==> src/rtl/ebr_pkg.sv <==
package ebr_pkg;

  localparam int INSTR_W = 32;
  localparam int OP_W    = 6;
  localparam int IMM_W   = 16;
  localparam int JT_W    = 26;

  localparam logic [OP_W-1:0] OP_JUMP    = 6'h02;
  localparam logic [OP_W-1:0] OP_BEQZ    = 6'h04;
  localparam logic [OP_W-1:0] OP_BNEZ    = 6'h05;
  localparam logic [OP_W-1:0] OP_BEQZ_LT = 6'h14;
  localparam logic [OP_W-1:0] OP_BNEZ_LT = 6'h15;
  localparam logic [OP_W-1:0] OP_BEQZ_LN = 6'h16;
  localparam logic [OP_W-1:0] OP_BNEZ_LN = 6'h17;

  // Strobes from control to the PC datapath
  typedef struct packed {
    logic hold;
    logic redirect;
    logic takeJump;
  } pcStrobe_t;

endpackage

==> src/rtl/ebr_ctrl.sv <==
module ebr_ctrl
  import ebr_pkg::*;
#(
  parameter int DATA_W    = 32,
  parameter int PIPE_TAIL = 3
) (
  input  logic              clk,
  input  logic              rstN,
  input  logic [OP_W-1:0]   opcode,
  input  logic [DATA_W-1:0] idOperand,
  input  logic              idOperandReady,
  input  logic              memWrReq,
  input  logic              rfWrReq,
  output pcStrobe_t         strobe,
  output logic              stallId,
  output logic              memWrEn,
  output logic              rfWrEn
);

  localparam int MEM_IDX = PIPE_TAIL - 2;
  localparam int WB_IDX  = PIPE_TAIL - 1;

  logic isEqz, isNez, isCond, isJump, expectTaken, expectNotTaken;
  logic opIsZero, condTaken, slotCancel;
  logic annulId;
  logic [PIPE_TAIL-1:0] annulPipe;

  always_comb begin
    isEqz          = (opcode == OP_BEQZ) || (opcode == OP_BEQZ_LT) || (opcode == OP_BEQZ_LN);
    isNez          = (opcode == OP_BNEZ) || (opcode == OP_BNEZ_LT) || (opcode == OP_BNEZ_LN);
    isCond         = isEqz || isNez;
    isJump         = (opcode == OP_JUMP);
    expectTaken    = (opcode == OP_BEQZ_LT) || (opcode == OP_BNEZ_LT);
    expectNotTaken = (opcode == OP_BEQZ_LN) || (opcode == OP_BNEZ_LN);
    opIsZero       = (idOperand == '0);
    condTaken      = isEqz ? opIsZero : (isNez && !opIsZero);
  end

  always_comb begin
    stallId         = isCond && !idOperandReady;
    strobe.hold     = stallId;
    strobe.takeJump = isJump;
    strobe.redirect = !stallId && (isJump || (isCond && condTaken));
    slotCancel      = !stallId && ((expectTaken && !condTaken) ||
                                   (expectNotTaken && condTaken));
  end

  // Cancel flag: rides with the slot from decode down to write-back
  always_ff @(posedge clk or negedge rstN) begin
    if (!rstN) begin
      annulId   <= 1'b0;
      annulPipe <= '0;
    end else begin
      if (!stallId) annulId <= slotCancel;
      annulPipe <= {annulPipe[PIPE_TAIL-2:0], (stallId ? 1'b0 : annulId)};
    end
  end

  assign memWrEn = memWrReq && !annulPipe[MEM_IDX];
  assign rfWrEn  = rfWrReq  && !annulPipe[WB_IDX];

  // a pending cancel always comes from an annulling variant
  a_r8_cancel_from_likely: assert property (@(posedge clk) disable iff (!rstN)
    $rose(annulId) |-> $past(expectTaken || expectNotTaken));

  // the bubble behind a stall never carries a cancel flag
  a_r10_bubble_clean: assert property (@(posedge clk) disable iff (!rstN)
    $past(stallId) |-> !annulPipe[0]);

  // a plain branch or jump never arms a cancel
  a_r9_plain_no_cancel: assert property (@(posedge clk) disable iff (!rstN)
    (!stallId && (opcode == OP_BEQZ || opcode == OP_BNEZ || opcode == OP_JUMP)) |=> !annulId);

endmodule

==> src/rtl/ebr_dpath.sv <==
module ebr_dpath
  import ebr_pkg::*;
#(
  parameter int                ADDR_W   = 32,
  parameter logic [ADDR_W-1:0] RESET_PC = '0
) (
  input  logic              clk,
  input  logic              rstN,
  input  pcStrobe_t         strobe,
  input  logic [ADDR_W-1:0] idPc4,
  input  logic [JT_W-1:0]   jumpField,
  output logic [ADDR_W-1:0] fetchPc
);

  localparam int SEXT_W = ADDR_W - IMM_W - 2;
  localparam int JHI_W  = ADDR_W - JT_W - 2;

  logic [ADDR_W-1:0] pcQ, pcNext, seqPc, brOffset, brTarget, jTarget;
  logic [IMM_W-1:0]  imm;

  always_comb begin
    imm      = jumpField[IMM_W-1:0];
    brOffset = {{SEXT_W{imm[IMM_W-1]}}, imm, 2'b00};
    brTarget = idPc4 + brOffset;              // dedicated decode-stage adder
    jTarget  = {idPc4[ADDR_W-1 -: JHI_W], jumpField, 2'b00};
    seqPc    = pcQ + ADDR_W'(4);
    if (strobe.hold)          pcNext = pcQ;
    else if (strobe.redirect) pcNext = strobe.takeJump ? jTarget : brTarget;
    else                      pcNext = seqPc;
  end

  always_ff @(posedge clk or negedge rstN) begin
    if (!rstN) pcQ <= RESET_PC;
    else       pcQ <= pcNext;
  end

  assign fetchPc = pcQ;

  // fetch address frozen across a stall
  a_r10_pc_held: assert property (@(posedge clk) disable iff (!rstN)
    strobe.hold |=> $stable(pcQ));

  // sequential step when nothing redirects
  a_r2_seq_step: assert property (@(posedge clk) disable iff (!rstN)
    (!strobe.hold && !strobe.redirect) |=> (pcQ == $past(pcQ) + ADDR_W'(4)));

  // redirect and stall never coincide
  a_r4_no_redirect_in_stall: assert property (@(posedge clk) disable iff (!rstN)
    !(strobe.hold && strobe.redirect));

endmodule

==> src/rtl/early_branch_pc.sv <==
module early_branch_pc
  import ebr_pkg::*;
#(
  parameter int                ADDR_W    = 32,
  parameter int                DATA_W    = 32,
  parameter int                PIPE_TAIL = 3,
  parameter logic [ADDR_W-1:0] RESET_PC  = '0
) (
  input  logic               clk,
  input  logic               rstN,
  input  logic [INSTR_W-1:0] idInstr,
  input  logic [ADDR_W-1:0]  idPc4,
  input  logic [DATA_W-1:0]  idOperand,
  input  logic               idOperandReady,
  input  logic               memWrReq,
  input  logic               rfWrReq,
  output logic [ADDR_W-1:0]  fetchPc,
  output logic               stallId,
  output logic               memWrEn,
  output logic               rfWrEn
);

  pcStrobe_t strobe;

  ebr_ctrl #(.DATA_W(DATA_W), .PIPE_TAIL(PIPE_TAIL)) u_ctrl (
    .clk           (clk),
    .rstN          (rstN),
    .opcode        (idInstr[INSTR_W-1 -: OP_W]),
    .idOperand     (idOperand),
    .idOperandReady(idOperandReady),
    .memWrReq      (memWrReq),
    .rfWrReq       (rfWrReq),
    .strobe        (strobe),
    .stallId       (stallId),
    .memWrEn       (memWrEn),
    .rfWrEn        (rfWrEn)
  );

  ebr_dpath #(.ADDR_W(ADDR_W), .RESET_PC(RESET_PC)) u_dpath (
    .clk      (clk),
    .rstN     (rstN),
    .strobe   (strobe),
    .idPc4    (idPc4),
    .jumpField(idInstr[JT_W-1:0]),
    .fetchPc  (fetchPc)
  );

endmodule

==> config.mk <==
export PLATFORM = sky130hd
export DESIGN_NAME = early_branch_pc
export DESIGN_NICKNAME = d
export VERILOG_FILES = /design/src/rtl/ebr_pkg.sv /design/src/rtl/ebr_ctrl.sv /design/src/rtl/ebr_dpath.sv /design/src/rtl/early_branch_pc.sv
export SDC_FILE = /design/constraint.sdc
export NUM_CORES = 1
export LEC_CHECK = 0
export ABC_AREA = 1
export BUFFER_PORTS_ARGS = -buffer_cell sky130_fd_sc_hd__buf_2
export CAP_MARGIN = 20
export CORE_MARGIN = 2
export CORE_UTILIZATION = 45
export CTS_BUF_LIST = sky130_fd_sc_hd__clkbuf_16
export DETAILED_ROUTE_END_ITERATION = 12
export GPL_ROUTABILITY_DRIVEN = 1
export PLACE_DENSITY = 0.7
export SKIP_LAST_GASP = 1
export SLEW_MARGIN = 20
export SYNTH_ARGS = -nofsm -noshare
export SYNTH_HDL_FRONTEND = slang
export SYNTH_HIERARCHICAL = 1
export SYNTH_SLANG_ARGS = --single-unit
==> constraint.sdc <==
create_clock -name clk -period 1.7 [get_ports clk]
set_input_delay 0.085 -clock clk [delete_from_list [all_inputs] [get_ports clk]]
set_output_delay 0.085 -clock clk [all_outputs]
set_load 0.01 [all_outputs]
==> reports/summary.json <==
{
  "outcome": {
    "outcome": "finished, violations left",
    "failed_checks": "negative setup slack"
  },
  "place": {
    "dpl.cell_count": 1250,
    "port_buffers": 135,
    "dp_hpwl_um": 13840,
    "routabilityCongestion": 0.9375,
    "post-place-ws_ns": -0.2134
  },
  "global_route": {
    "grt_use_total_pct": 26.90,
    "grt_first_pass_wirelength_um": 27570,
    "grt_max_degree": 37,
    "globalRoute.totalOverflow": 0,
    "first_global_vias": 6057,
    "grt_antenna_before_repair": 1
  },
  "drt": {
    "route.detailed.drc": 0,
    "routed_wirelength_um": 17010,
    "initialDrtViolationCount": 364,
    "drt-pass1-iter-count": 5,
    "route.detailed.wl_per_inst_um": 13.48,
    "drt.antenna.violating_nets": 0,
    "vias_per_cell": 5.018,
    "vias": 6333
  },
  "final_layout": {
    "drive_gt1_share_pct": 31.66,
    "area.sequential_sq_um": 904.6,
    "post_layout_nonfiller_instances": 1262,
    "finish.net_count": 1249,
    "multi_input_area_sq_um": 3969,
    "fillers": 1103,
    "flow.area_growth_from_synthesis_pct": 38.76
  },
  "synth": {
    "synth-edff-count": 0,
    "share_of_synthesized_area_occupied_by_flip_flops_and_latches_pct": 17.46,
    "netlist_area_sq_um": 5159,
    "post_synth_inst_count": 897,
    "synthesis.nets": 1029,
    "async_reset_ff_share_pct": 100.0,
    "ranking_of_synthesized_cells_by_area": "nand2_1, dfrtp_1, nor2_1",
    "yosysMostFrequentCell": "nand2_1",
    "synth.largest_area_cell": "nand2_1",
    "unique_masters_post_synth": 41,
    "synthFlopType": "dfrtp_1",
    "post_synth_most_frequent_cells": "nand2_1, nor2_1, inv_1",
    "synth.ff_latch_count": 36,
    "syn_area_per_cell_sq_um": 5.751,
    "synth_top_area_share_pct": 19.06,
    "yosys_warnings": 6
  },
  "floorplan": {
    "io_pins": 136,
    "die_height_um": 111.1,
    "die_width_um": 111.1,
    "core_area_sq_um": 11320,
    "fp-row-count": 39,
    "initial_core_util_pct": 45.57,
    "fp.dieArea_sq_um": 12340
  },
  "sta": {
    "timing.final.ws_setup_ns": -0.01246,
    "unrepaired_setup_endpoints_after_global_routing": "yes",
    "slew_headroom_pct": 68.59,
    "setup_failing_eps_final": 1,
    "max_freq_ghz": 0.5840,
    "final.period_utilization_pct": 100.7,
    "final_period_minus_worst_setup_slack_ns": 1.712,
    "finalClockSkew_ns": 0.005883,
    "hold_viol_final": 0,
    "maxSlewViolCount": 0,
    "worst_slew_pin_slew_ns": 0.4662
  },
  "worst_setup_path": {
    "crit_fanout": 4,
    "timing_worst_setup_path_type": "reg2reg",
    "critical_path.endpoint_type": "register",
    "cp_data_required_time_ns": 1.91,
    "critical-path-top-delay-family": "simple AND/OR/NAND/NOR gates",
    "worst_path_largest_cell_delay_ns": 0.39,
    "crit_path_cell_trace": "ha_2, nand2_2, nor2_4, inv_4, nor2_4, inv_2, nor2_4, xor2_2, a21oi_2, a22oi_2",
    "arrival_worst_endpoint_ns": 1.93,
    "critPathMostFrequentCell": "nor2_4",
    "timing.critical_path.slowest_stage_cell": "dfrtp_1",
    "critical_path_buf_inv_count": 2,
    "timing.critical_path.from_type": "register"
  },
  "power_and_ir_drop": {
    "max-vdd-ir-drop_uv": 1093,
    "static-leakage-power_nw": 3.922,
    "power_density_nw_per_um2": 806.2
  },
  "clock_network": {
    "clk-insertion-delay-late_ns": 0.29,
    "h-tree-depth": 2,
    "cts-root-to-sink-buffers": 2,
    "root_buffer": "clkbuf_16",
    "clk_transition_reported_paths_ns": 0.06,
    "tritoncts.num_buffers": 5,
    "cts_sinks": 36,
    "clock_tree_from_tritoncts": "done"
  },
  "job": {
    "timing.max_cap.violations": 0
  },
  "hold_path": {
    "hold_class": "in2reg"
  }
}
## sequential cells by signal, indices dropped and copies added (netlist names)
| register | flops |
|---|---|
| u_dpath/fetchPc | 32 |
| u_ctrl/annulPipe | 3 |
| u_ctrl/annulId | 1 |
## layout by cell type (no fill, tap or decap), types with 11 or more instances in the layout
| cell type | synthesis | final |
|---|---|---|
| a21oi_1 | 51 | 45 |
| buf_2 | 5 | 134 |
| buf_4 | 2 | 92 |
| dfrtp_1 | 36 | 33 |
| ha_1 | 30 | 16 |
| ha_4 | 0 | 11 |
| inv_1 | 109 | 109 |
| inv_2 | 15 | 15 |
| nand2_1 | 262 | 258 |
| nand2_2 | 13 | 17 |
| nand3_1 | 55 | 52 |
| nor2_1 | 158 | 146 |
| nor2_2 | 17 | 23 |
| nor3_2 | 11 | 12 |
| o21ai_0 | 22 | 18 |
| xor2_1 | 25 | 24 |
## report_power, final
group | internal (mW) | switching [mW]
sequential | 1.15 | 0.342
combinational | 1.41 | 1.83
clock | 0.683 | 0.353
## metal layers
layer	global-route usage [%]	vias to the layer above	routed length, um	part of all wire [%]
li1	-	3277	-	-
met1	36.50	2838	7659	45
met2	45.52	186	7966	47
met3	3.062	32	1039	6.1
met4	7.407	0	348	2.0
met5	0	-	0	0
## logic make-up (layout without fill, tap and decap cells)
| family | count (synthesis) | in the layout | synth area share [%] |
|---|---|---|---|
| xor gates and xnor gates | 34 | 34 | 5.773 |
| adders and majority gates | 31 | 31 | 7.664 |
| and+or+nand+nor | 542 | 542 | 45.11 |
| other | 0 | 1 | 0 |
| buffers and inverters | 143 | 364 | 11.54 |
| DFF | 36 | 36 | 17.46 |
| AOI/OAI and AO/OA | 111 | 111 | 12.44 |
## path summary, 6_finish.rpt
path	slack, ns	from	end	depth (start not counted)
max in group asynchronous	1.21	rstN	u_dpath/fetchPc[4]$_DFFE_PN0N_	3
worst min-delay path	0.03	idPc4[1]	u_dpath/fetchPc[1]$_DFFE_PN0P_	3
worst max register to register	-0.01	u_dpath/fetchPc[3]$_DFFE_PN0N_	u_dpath/fetchPc[16]$_DFFE_PN0N_	10
min in group asynchronous	0.29	rstN	u_dpath/fetchPc[31]$_DFFE_PN0N_	3
worst max-delay path	-0.01	u_dpath/fetchPc[3]$_DFFE_PN0N_	u_dpath/fetchPc[16]$_DFFE_PN0N_	10
worst min register to register	0.36	u_ctrl/annulPipe[0]$_DFF_PN0_	u_ctrl/annulPipe[1]$_DFF_PN0_	0
## metrics by stage
step / total power, mW / util (%) / area [sq um] / TNS (ns) / hold slack [ns]
2_1_floorplan: 3.172 / - / 5162 / 0 / -0.2106
3_3_place_gp: 4.437 / 58.84 / 6661 / -3.640 / 0.06326
3_5_place_dp: 4.478 / 58.84 / 6661 / -4.227 / 0.06420
4_1_cts: 5.550 / 60.44 / 6843 / 0 / 0.02768
5_1_grt: 6.194 / 63.23 / 7158 / -0.4945 / 0.07210
6_report: 5.771 / 63.23 / 7158 / -0.01246 / 0.02709
## cell type report
cell class / instances / share of cell area, %
repair buffers: 232 / 20.56
flip-flops and latches: 36 / 12.64
clock inverters: 3 / 0.5419
diodes: 1 / 0.03496
inverters: 124 / 6.537
clock buffers: 5 / 1.748
multi-input cells: 718 / 55.44
well taps: 143 / 2.500
## what timing repair did
item	4_1_cts	5_1_grt
resized for setup	2	64
setup buffers	0	2
hold buffers	1	0
pin swaps	0	19
endpoints found under the hold margin	36	0
endpoints found under the setup margin	3	29
## worst min-delay path: stages
cell and delay [ns]:
buf_2 0.08, nand3_1 0.07, nand2_1 0.05
Note: power is estimated with default switching activity, not from simulation.
